==> src/rtl/smbSlavePkg.sv <==
package smbSlavePkg;
  localparam int BYTE_W  = 8;
  localparam int STRAP_W = 3;
  localparam int CNT_W   = $clog2(BYTE_W + 1);
  localparam logic [6:0] ARA_ADDR = 7'b0001100;

  typedef enum logic [2:0] {
    ST_IDLE, ST_ADDR, ST_CMD, ST_WDATA, ST_ACK, ST_TX, ST_WAIT
  } smbState_e;

  typedef struct packed {
    logic shiftIn;
    logic latchCmd;
    logic loadRead;
    logic loadAra;
    logic shiftOut;
  } dpCtl_t;
endpackage

==> src/rtl/smbSlaveDp.sv <==
module smbSlaveDp
  import smbSlavePkg::*;
#(
  parameter logic [3:0] ADDR_HI = 4'b0100
) (
  input  logic               clk,
  input  logic               rstN,
  input  logic               sdaIn,
  input  logic [STRAP_W-1:0] strapAddr,
  input  dpCtl_t             ctl,
  input  logic [BYTE_W-1:0]  regRdData,
  output logic [BYTE_W-1:0]  rxByte,
  output logic [BYTE_W-1:0]  regAddr,
  output logic               addrIsOwnW,
  output logic               addrIsOwnR,
  output logic               addrIsAra,
  output logic               txMsb,
  output logic               txNextBit
);
  localparam int ADDR_W = 4 + STRAP_W;

  logic [STRAP_W-1:0] strapQ;
  logic [ADDR_W-1:0]  ownAddr;
  logic [BYTE_W-1:0]  rxShift, txShift;

  // strap capture: follows the pins only while reset is held
  always_ff @(posedge clk) begin
    if (!rstN) strapQ <= strapAddr;
  end

  assign ownAddr = {ADDR_HI, strapQ};

  always_ff @(posedge clk or negedge rstN) begin
    if (!rstN) begin
      rxShift <= '0;
      txShift <= '0;
      regAddr <= '0;
    end else begin
      if (ctl.shiftIn)  rxShift <= {rxShift[BYTE_W-2:0], sdaIn};
      if (ctl.latchCmd) regAddr <= rxShift;
      if (ctl.loadRead)      txShift <= regRdData;
      else if (ctl.loadAra)  txShift <= {ownAddr, 1'b0};
      else if (ctl.shiftOut) txShift <= {txShift[BYTE_W-2:0], 1'b0};
    end
  end

  assign rxByte     = rxShift;
  assign addrIsOwnW = (rxShift == {ownAddr, 1'b0});
  assign addrIsOwnR = (rxShift == {ownAddr, 1'b1});
  assign addrIsAra  = (rxShift == {ARA_ADDR, 1'b1});
  assign txMsb      = txShift[BYTE_W-1];
  assign txNextBit  = ctl.loadRead ? regRdData[BYTE_W-1] :
                      ctl.loadAra  ? ownAddr[ADDR_W-1]   :
                                     txShift[BYTE_W-2];

  // only one shift-register action per cycle
  a_r2_single_action: assert property (@(posedge clk) disable iff (!rstN)
    $onehot0({ctl.shiftIn, ctl.loadRead, ctl.loadAra, ctl.shiftOut}));

  // captured strap never moves once reset is released
  a_r3_strap_held: assert property (@(posedge clk) disable iff (!rstN)
    $past(rstN) |-> $stable(strapQ));
endmodule

==> src/rtl/smbSlaveCtrl.sv <==
module smbSlaveCtrl
  import smbSlavePkg::*;
(
  input  logic   clk,
  input  logic   rstN,
  input  logic   sclIn,
  input  logic   sdaIn,
  input  logic   addrIsOwnW,
  input  logic   addrIsOwnR,
  input  logic   addrIsAra,
  input  logic   txMsb,
  input  logic   txNextBit,
  input  logic   alertPending,
  output dpCtl_t ctl,
  output logic   sdaPullDn,
  output logic   regWrEn,
  output logic   regRdEn,
  output logic   araDone
);
  localparam logic [CNT_W-1:0] LAST_BIT = CNT_W'(BYTE_W);

  smbState_e        state, ackNext;
  logic             nextTx, nextAra, isAra;
  logic [CNT_W-1:0] bitCnt;
  logic             sclQ, sdaQ;
  logic             sclRise, sclFall, startDet, stopDet, rxState;

  assign sclRise  = sclIn & ~sclQ;
  assign sclFall  = ~sclIn & sclQ;
  assign startDet = sclIn & sclQ & sdaQ & ~sdaIn;
  assign stopDet  = sclIn & sclQ & ~sdaQ & sdaIn;
  assign rxState  = (state == ST_ADDR) || (state == ST_CMD) || (state == ST_WDATA);

  always_comb begin
    ctl          = '0;
    ctl.shiftIn  = sclRise & rxState & (bitCnt < LAST_BIT);
    ctl.latchCmd = sclFall & (state == ST_CMD) & (bitCnt == LAST_BIT);
    ctl.loadRead = sclFall & (state == ST_ACK) & nextTx & ~nextAra;
    ctl.loadAra  = sclFall & (state == ST_ACK) & nextTx & nextAra;
    ctl.shiftOut = sclFall & (state == ST_TX) & (bitCnt < LAST_BIT);
  end

  assign regRdEn = ctl.loadRead;

  always_ff @(posedge clk or negedge rstN) begin
    if (!rstN) begin
      sclQ <= 1'b1;
      sdaQ <= 1'b1;
    end else begin
      sclQ <= sclIn;
      sdaQ <= sdaIn;
    end
  end

  always_ff @(posedge clk or negedge rstN) begin
    if (!rstN) begin
      state     <= ST_IDLE;
      ackNext   <= ST_IDLE;
      nextTx    <= 1'b0;
      nextAra   <= 1'b0;
      isAra     <= 1'b0;
      bitCnt    <= '0;
      sdaPullDn <= 1'b0;
      regWrEn   <= 1'b0;
      araDone   <= 1'b0;
    end else begin
      regWrEn <= 1'b0;
      araDone <= 1'b0;
      if (startDet) begin
        state     <= ST_ADDR;
        bitCnt    <= '0;
        sdaPullDn <= 1'b0;
      end else if (stopDet) begin
        state     <= ST_IDLE;
        sdaPullDn <= 1'b0;
      end else begin
        unique case (state)
          ST_ADDR, ST_CMD, ST_WDATA: begin
            if (sclRise && bitCnt < LAST_BIT) begin
              bitCnt <= bitCnt + 1'b1;
            end else if (sclFall && bitCnt == LAST_BIT) begin
              bitCnt  <= '0;
              nextTx  <= 1'b0;
              nextAra <= 1'b0;
              if (state == ST_ADDR) begin
                if (addrIsOwnW) begin
                  state <= ST_ACK; sdaPullDn <= 1'b1; ackNext <= ST_CMD;
                end else if (addrIsOwnR) begin
                  state <= ST_ACK; sdaPullDn <= 1'b1; nextTx <= 1'b1;
                end else if (addrIsAra && alertPending) begin
                  state <= ST_ACK; sdaPullDn <= 1'b1; nextTx <= 1'b1; nextAra <= 1'b1;
                end else begin
                  state <= ST_WAIT;
                end
              end else if (state == ST_CMD) begin
                state <= ST_ACK; sdaPullDn <= 1'b1; ackNext <= ST_WDATA;
              end else begin
                state <= ST_ACK; sdaPullDn <= 1'b1; ackNext <= ST_WAIT;
                regWrEn <= 1'b1;
              end
            end
          end
          ST_ACK: begin
            if (sclFall) begin
              bitCnt <= '0;
              if (nextTx) begin
                state     <= ST_TX;
                isAra     <= nextAra;
                sdaPullDn <= ~txNextBit;
              end else begin
                state     <= ackNext;
                sdaPullDn <= 1'b0;
              end
            end
          end
          ST_TX: begin
            if (sclRise) begin
              bitCnt <= bitCnt + 1'b1;
              if (isAra && txMsb && !sdaIn) begin
                state     <= ST_WAIT;
                sdaPullDn <= 1'b0;
              end
            end else if (sclFall) begin
              if (bitCnt == LAST_BIT) begin
                state     <= ST_WAIT;
                sdaPullDn <= 1'b0;
                araDone   <= isAra;
              end else begin
                sdaPullDn <= ~txNextBit;
              end
            end
          end
          default: ;
        endcase
      end
    end
  end

  // the pull-down only moves while SCL is low
  a_r6_pull_scl_low: assert property (@(posedge clk) disable iff (!rstN)
    !$stable(sdaPullDn) |-> !$past(sclIn));

  // idle and waiting states leave SDA released
  a_r8_released_idle: assert property (@(posedge clk) disable iff (!rstN)
    (state == ST_IDLE || state == ST_WAIT) |-> !sdaPullDn);

  // write strobe coincides with the start of the data ACK
  a_r1_write_with_ack: assert property (@(posedge clk) disable iff (!rstN)
    regWrEn |-> (sdaPullDn && state == ST_ACK));

  // the alert answer pulse is a single cycle
  a_r4_done_single: assert property (@(posedge clk) disable iff (!rstN)
    araDone |=> !araDone);
endmodule

==> src/rtl/smbRegSlave.sv <==
module smbRegSlave
  import smbSlavePkg::*;
#(
  parameter logic [3:0] ADDR_HI = 4'b0100
) (
  input  logic               clk,
  input  logic               rstN,
  input  logic               sclIn,
  input  logic               sdaIn,
  input  logic [STRAP_W-1:0] strapAddr,
  output logic               sdaPullDn,
  output logic [BYTE_W-1:0]  regAddr,
  output logic [BYTE_W-1:0]  regWrData,
  output logic               regWrEn,
  input  logic [BYTE_W-1:0]  regRdData,
  output logic               regRdEn,
  input  logic               alertPending,
  output logic               araDone
);
  dpCtl_t ctl;
  logic   addrIsOwnW, addrIsOwnR, addrIsAra, txMsb, txNextBit;

  smbSlaveCtrl uCtrl (
    .clk(clk), .rstN(rstN), .sclIn(sclIn), .sdaIn(sdaIn),
    .addrIsOwnW(addrIsOwnW), .addrIsOwnR(addrIsOwnR), .addrIsAra(addrIsAra),
    .txMsb(txMsb), .txNextBit(txNextBit), .alertPending(alertPending),
    .ctl(ctl), .sdaPullDn(sdaPullDn), .regWrEn(regWrEn),
    .regRdEn(regRdEn), .araDone(araDone)
  );

  smbSlaveDp #(.ADDR_HI(ADDR_HI)) uDp (
    .clk(clk), .rstN(rstN), .sdaIn(sdaIn), .strapAddr(strapAddr),
    .ctl(ctl), .regRdData(regRdData), .rxByte(regWrData), .regAddr(regAddr),
    .addrIsOwnW(addrIsOwnW), .addrIsOwnR(addrIsOwnR), .addrIsAra(addrIsAra),
    .txMsb(txMsb), .txNextBit(txNextBit)
  );
endmodule

==> config.mk <==
export PLATFORM = sky130hd
export DESIGN_NAME = smbRegSlave
export DESIGN_NICKNAME = d
export VERILOG_FILES = /design/src/rtl/smbSlavePkg.sv /design/src/rtl/smbSlaveDp.sv /design/src/rtl/smbSlaveCtrl.sv /design/src/rtl/smbRegSlave.sv
export SDC_FILE = /design/constraint.sdc
export NUM_CORES = 1
export LEC_CHECK = 0
export CAP_MARGIN = 25
export CORE_MARGIN = 3
export CORE_UTILIZATION = 43
export DETAILED_ROUTE_END_ITERATION = 8
export GPL_ROUTABILITY_DRIVEN = 0
export GPL_TIMING_DRIVEN = 0
export PLACE_DENSITY = 0.75
export SYNTH_ARGS = -nofsm -noshare
export SYNTH_HDL_FRONTEND = slang
export SYNTH_SLANG_ARGS = --single-unit
==> constraint.sdc <==
create_clock -name clk -period 2.3 [get_ports clk]
set_input_delay 0.575 -clock clk [delete_from_list [all_inputs] [get_ports clk]]
set_output_delay 0.575 -clock clk [all_outputs]
set_load 0.03 [all_outputs]
---- After elaboration in Yosys (flattened, before gate mapping) ----
Index checks and enable logic that the tools add are counted.
storage, ports and cells
  register bits after elaboration ......... 45
  word-level logic and storage cells ...... 147
operators by class
  mux-type cells .......................... 65
  eq/ne operators ......................... 21
  bitwise operators ....................... 26
  $lt $le $gt $ge ......................... 1
  add/subtract/negate cells ............... 1
  reductions and logical operators ........ 18
operator list
  cell                                                   number
  2-to-1 mux 3 bit                                       16
  2-to-1 mux 1 bit                                       36
  2-to-1 mux 4 bit                                       6
  2-to-1 mux 8 bit                                       3
  bitwise AND 1 bit                                      17
  == test 8 x 7 -> 1 bit                                 2
  AND reduction 5 bit                                    3
  AND reduction 7 bit                                    2
  inequality test 4 x 1 -> 1 bit, second input constant  3
  one-hot mux 4 bit (3 select lines)                     1
  inverter 1 bit                                         9
  one-hot mux 3 bit (3 select lines)                     1
  == test 8 x 5 -> 1 bit, second input constant          1
  inequality test 7 x 5 -> 1 bit, second input constant  1
  == test 3 x 2 -> 1 bit, second input constant          2
  == test 3 bit, second input constant                   2
  inequality test 3 x 1 -> 1 bit, second input constant  2
  AND reduction 6 bit                                    1
  logical AND 1 bit                                      5
  inequality test 5 x 1 -> 1 bit, second input constant  1
  inequality test 5 x 2 -> 1 bit, second input constant  1
  inequality test 5 bit, second input constant           1
  nonzero test 5 bit                                     1
  adder 4 x 1 -> 4 bit, second input constant            1
  other kinds (13)                                       14

---- Depth between registers and ports, before layout ----
  word-level depth ........................ 14
  gate-level depth with buffers ........... 7
  mapped depth without buffers ............ 7

---- Cells and area by module ----
Synthesis repeated with hierarchy kept, for this count alone.
second synthesis, totals
  cells, all modules ...................... 225
  area total of the unflattened synthesis .. 2,471.1 um^2
modules (own cells, without submodules)
  module        area an instance (um^2)  times used  seq. area each (um^2)  cells an instance
  smbSlaveCtrl  1,273.7                  1           452.9                  139
  smbSlaveDp    1,197.4                  1           690.7                  86

---- Least setup slack after synthesis ----
OpenSTA, ideal clock, no wires.
  path kind ............................... register to output
  from .................................... register uCtrl.sclQ
  to ...................................... output regRdEn
  arrival time ............................ 1.475 ns
  stages on the path, launching flop included .. 5
  slack ................................... 0.250 ns
  buffers on the path ..................... 1
  cell sequence ........................... dfstp_2 nor2b_1 nand3_1 buf_4 nor2_1
on the way
  word-level cells in the longest chain between the ends .. 4
ends and longest elaborated chain
  what                             line                text
  from (decl)                      smbSlaveCtrl.sv:25  logic sclQ, sdaQ;
  from (signal assigned)           smbSlaveCtrl.sv:50  sclQ <= sclIn;
  bitwise AND 1 bit                smbSlaveCtrl.sv:29  assign sclFall = ~sclIn & sclQ;
  bitwise AND 1 bit (3 in series)  smbSlaveCtrl.sv:38  ctl.loadRead = sclFall & (state == ST_ACK) & nextTx & ~nextAra;
  to (decl)                        smbRegSlave.sv:16   output logic regRdEn,
No other way between the ends.

---- Worst setup path after layout ----
  from .................................... register uCtrl.state[1]
  to ...................................... output regRdEn
on the way
  word-level cells in the longest chain between the ends .. 4
ends and longest elaborated chain
  what                             line                 text
  from (decl)                      smbSlaveCtrl.sv:22   smbState_e state, ackNext;
  from (signal assigned)           smbSlaveCtrl.sv:111  state <= ackNext;
  == test 3 bit                    smbSlaveCtrl.sv:38
  bitwise AND 1 bit (3 in series)  smbSlaveCtrl.sv:38
No other way between the ends.

==> impl_results.md <==
- Status: completed
- Most used DFF post-synth: dfrtp_1
- RR Endpoint: uDp.regAddr[3]
- Layout Nets: 275
- Post-synth top area cell: dfrtp_1
- Sequential share of power: 51.3%
- Most numerous cell in the Yosys netlist: dfrtp_1
- Die Y: 79.5 um
- CTS Buffer Depth: 2
- CTS tree: built
- Row count: 26
- Slew Limit Fails: 0
- Mapped Area: 2320 um2
- Reg clk slew, reported paths: 0.09 ns
- DPL Wire Length: 3.46 mm
- Final setup viols: 0
- Post-Syn Area per Cell: 11.1 um2
- Global-route wire length before repair: 8.14 mm
- Required time worst endpoint: 1.73 ns
- Hold/Removal Path Class: in2async
- Layout cells sized above 1: 22.9%
- Synth Register Bits: 45
- Antenna violations before repair: 0
- Rel. slew slack: 61.2%
- Final period util: 96.7%
- Total gr overflow: 0
- Area growth syn-to-layout: 26.6%
- Worst setup SP type: flip-flop
- Total wire length: 4.71 mm
- P per Cell Area: 580 nW/um2
- # clock sinks: 45
- Switch share: 25.9%
- Min Tclk post-route: 2.22 ns
- Syn. warnings: 0
- Async set-reset flop share out of synthesis: 93.3%
- Post-synth top cells: 40 x dfrtp_1, 21 x mux2_2, 21 x nand2_1
- Final Skew: 0.00714 ns
- WL per Instance: 14.3 um
- Clk Latency, worst-skew pair: 0.30 ns
- Detailed Route Iter0 Violations: 96
- Cts bufs inserted: 5
- Sequential element share of the synthesized area: 49.3%
- Die W: 79.5 um
- Synth area leaders: dfrtp_1 43%, mux2_2 10%, edfxtp_1 3.9%, nand2_1 3.4%, mux2i_1 2.6%
- DRC Markers: 0
- Pre-CTS WS: -0.786 ns
- Crit path max fanout: 10
- H-tree depth: 2
- P_sw: 0.000442 W
- Core area: 5170 um2
- Fmax: 450 MHz
- Worst Max-Slew Pin Slew: 0.582 ns
- ANT nets after route: 0
- Gr usage total: 16.1%
- Setup slack after layout: 0.0761 ns
- Clock power share: 35.8%
- Peak VDD IR: 541 uV
- IO Port Bufs: 35
- Endpoint type of the worst setup path: output port
- Arrival @ worst endpoint: 1.65 ns
- Power share of the combinational group: 12.9%
- Clk root buf: clkbuf_8
- Post-synth EDFFs: 3
- Via density: 5.25
- Crit path kind: reg2out
- Boundary Pins: 36
- R2R depth: 7
- Max-Cap Viols: 0
- Internal power: 0.00126 W
- Initial Util: 44.9%
- Reg2reg setup slack: 0.28 ns
- Post-synth top area share: 43.1%
- Reg2reg start: uCtrl.bitCnt[0]
- Vias: 1,723
- Dpl cells: 316
- Vias in the first global route: 1,770
- Post-CTS Hold Buffers: 0
- Fillers: 430
- Largest net degree at the start of global routing: 27
- Synth Instances: 210
- Final Hold Violating Endpoints: 0
- LEAKAGE: 1.30 nW
- Ant diodes: 0
- Net Count, Synth: 228
- Yosys cell types: 54
- Non-Filler Instances: 328
- Die area: 6320 um2
- DRT Pass-1 Iters: 6
-- registers in the layout, indices dropped and copies added (netlist names) --
register,cells
uDp.regAddr,8
uDp.rxByte,8
uDp.txShift,8
uCtrl.bitCnt,4
uCtrl.ackNext,3
uCtrl.state,3
uDp.strapQ,3
uCtrl.araDone,1
uCtrl.isAra,1
uCtrl.nextAra,1
uCtrl.nextTx,1
uCtrl.regWrEn,1
uCtrl.sclQ,1
uCtrl.sdaPullDn,1
uCtrl.sdaQ,1
-- power groups by stage --
| stage | combinational, W | sequential [W] | clock, W |
|---|---|---|---|
| 2_1_floorplan | 0.0000849 | 0.000916 | 0 |
| 3_3_place_gp | 0.000214 | 0.000890 | 0 |
| 3_5_place_dp | 0.000221 | 0.000891 | 0 |
| 4_1_cts | 0.000223 | 0.000876 | 0.000617 |
| 5_1_grt | 0.000240 | 0.000882 | 0.000659 |
| 6_report | 0.000220 | 0.000874 | 0.000609 |
-- metal layers --
metal	wire [um]	up-vias	share of wire (%)	track usage, %
li1	-	844	-	-
met1	2200	826	47	21.9
met2	2250	44	48	25.4
met3	177	9	3.8	3.84
met4	75	0	1.6	5.15
met5	0	-	0	0
-- stage by stage --
stage | setup TNS [ns] | total power (W) | instance area, um2 | hold WS (ns) | utilization [%]
finish | 0 | 0.00170 | 2940 | 0.207 | 56.8
CTS | 0 | 0.00172 | 2910 | 0.219 | 56.3
global placement | -26.99 | 0.00110 | 2760 | 0.468 | 53.3
detailed placement | -3.06 | 0.00111 | 2770 | 0.462 | 53.6
global route | -0.0139 | 0.00178 | 2940 | 0.224 | 56.8
floorplan | 0 | 0.00100 | 2320 | 0.279 | -
-- repair_timing --
| item | in CTS | in global routing |
|---|---|---|
| pin swaps | 1 | 2 |
| endpoints found under the setup margin | 1 | 1 |
| gates resized for setup | 11 | 3 |
| endpoints found under the hold margin | 0 | 0 |
| setup buffers | 2 | 2 |
-- layout by cell type (no fill, tap or decap), drive strengths merged, types with 9 or more instances in the layout --
cell / Yosys / layout
nor2: 13 / 13
mux2: 21 / 21
o21ai: 12 / 12
nand2: 21 / 21
clkdlybuf4s50: 0 / 32
dfrtp: 40 / 40
buf: 7 / 14
inv: 8 / 9
-- worst max-delay path: stages, from the launching register on --
cell     delay [ns]
dfrtp_1        0.37
buf_4          0.17
nor3b_4        0.24
nand3_2        0.14
buf_6          0.17
nor2_2         0.11
buf_6          0.15
-- final cells by class --
type / count / area, um2 / share of cell area (%)
sequential: 45 / 1140 / 39.0
multi-input combinational: 149 / 1110 / 37.6
timing repair buffer: 40 / 395 / 13.5
tap: 70 / 87.6 / 2.98
clock buffer: 5 / 68.8 / 2.34
buffer: 8 / 61.3 / 2.09
clock inverter: 3 / 43.8 / 1.49
inverter: 8 / 30.0 / 1.02
-- worst max-delay path by stage --
| stage | from | to | slack [ns] |
|---|---|---|---|
| 6_report | uCtrl.state[1] | regRdEn | 0.08 |
| 5_1_grt | uCtrl.state[1] | regRdEn | -0.01 |
| 4_1_cts | uCtrl.state[1] | regRdEn | 0.001 |
| 3_5_place_dp | sclIn | regRdEn | -0.79 |
| 3_3_place_gp | rstN | uDp.strapQ[1] | -0.83 |
| 2_1_floorplan | uCtrl.sclQ | regRdEn | 0.25 |
-- kinds of logic after synthesis --
kind of cell    Yosys count  share of synthesized area [%]
simple gates             73                           18.8
flops                    45                           49.3
compound gates           44                           13.2
mux                      27                           12.8
buf+inv                  16                           3.77
xor+xnor                  3                           1.13
fa+ha+maj                 2                           1.08
Note: power is estimated with default switching activity, not from simulation.
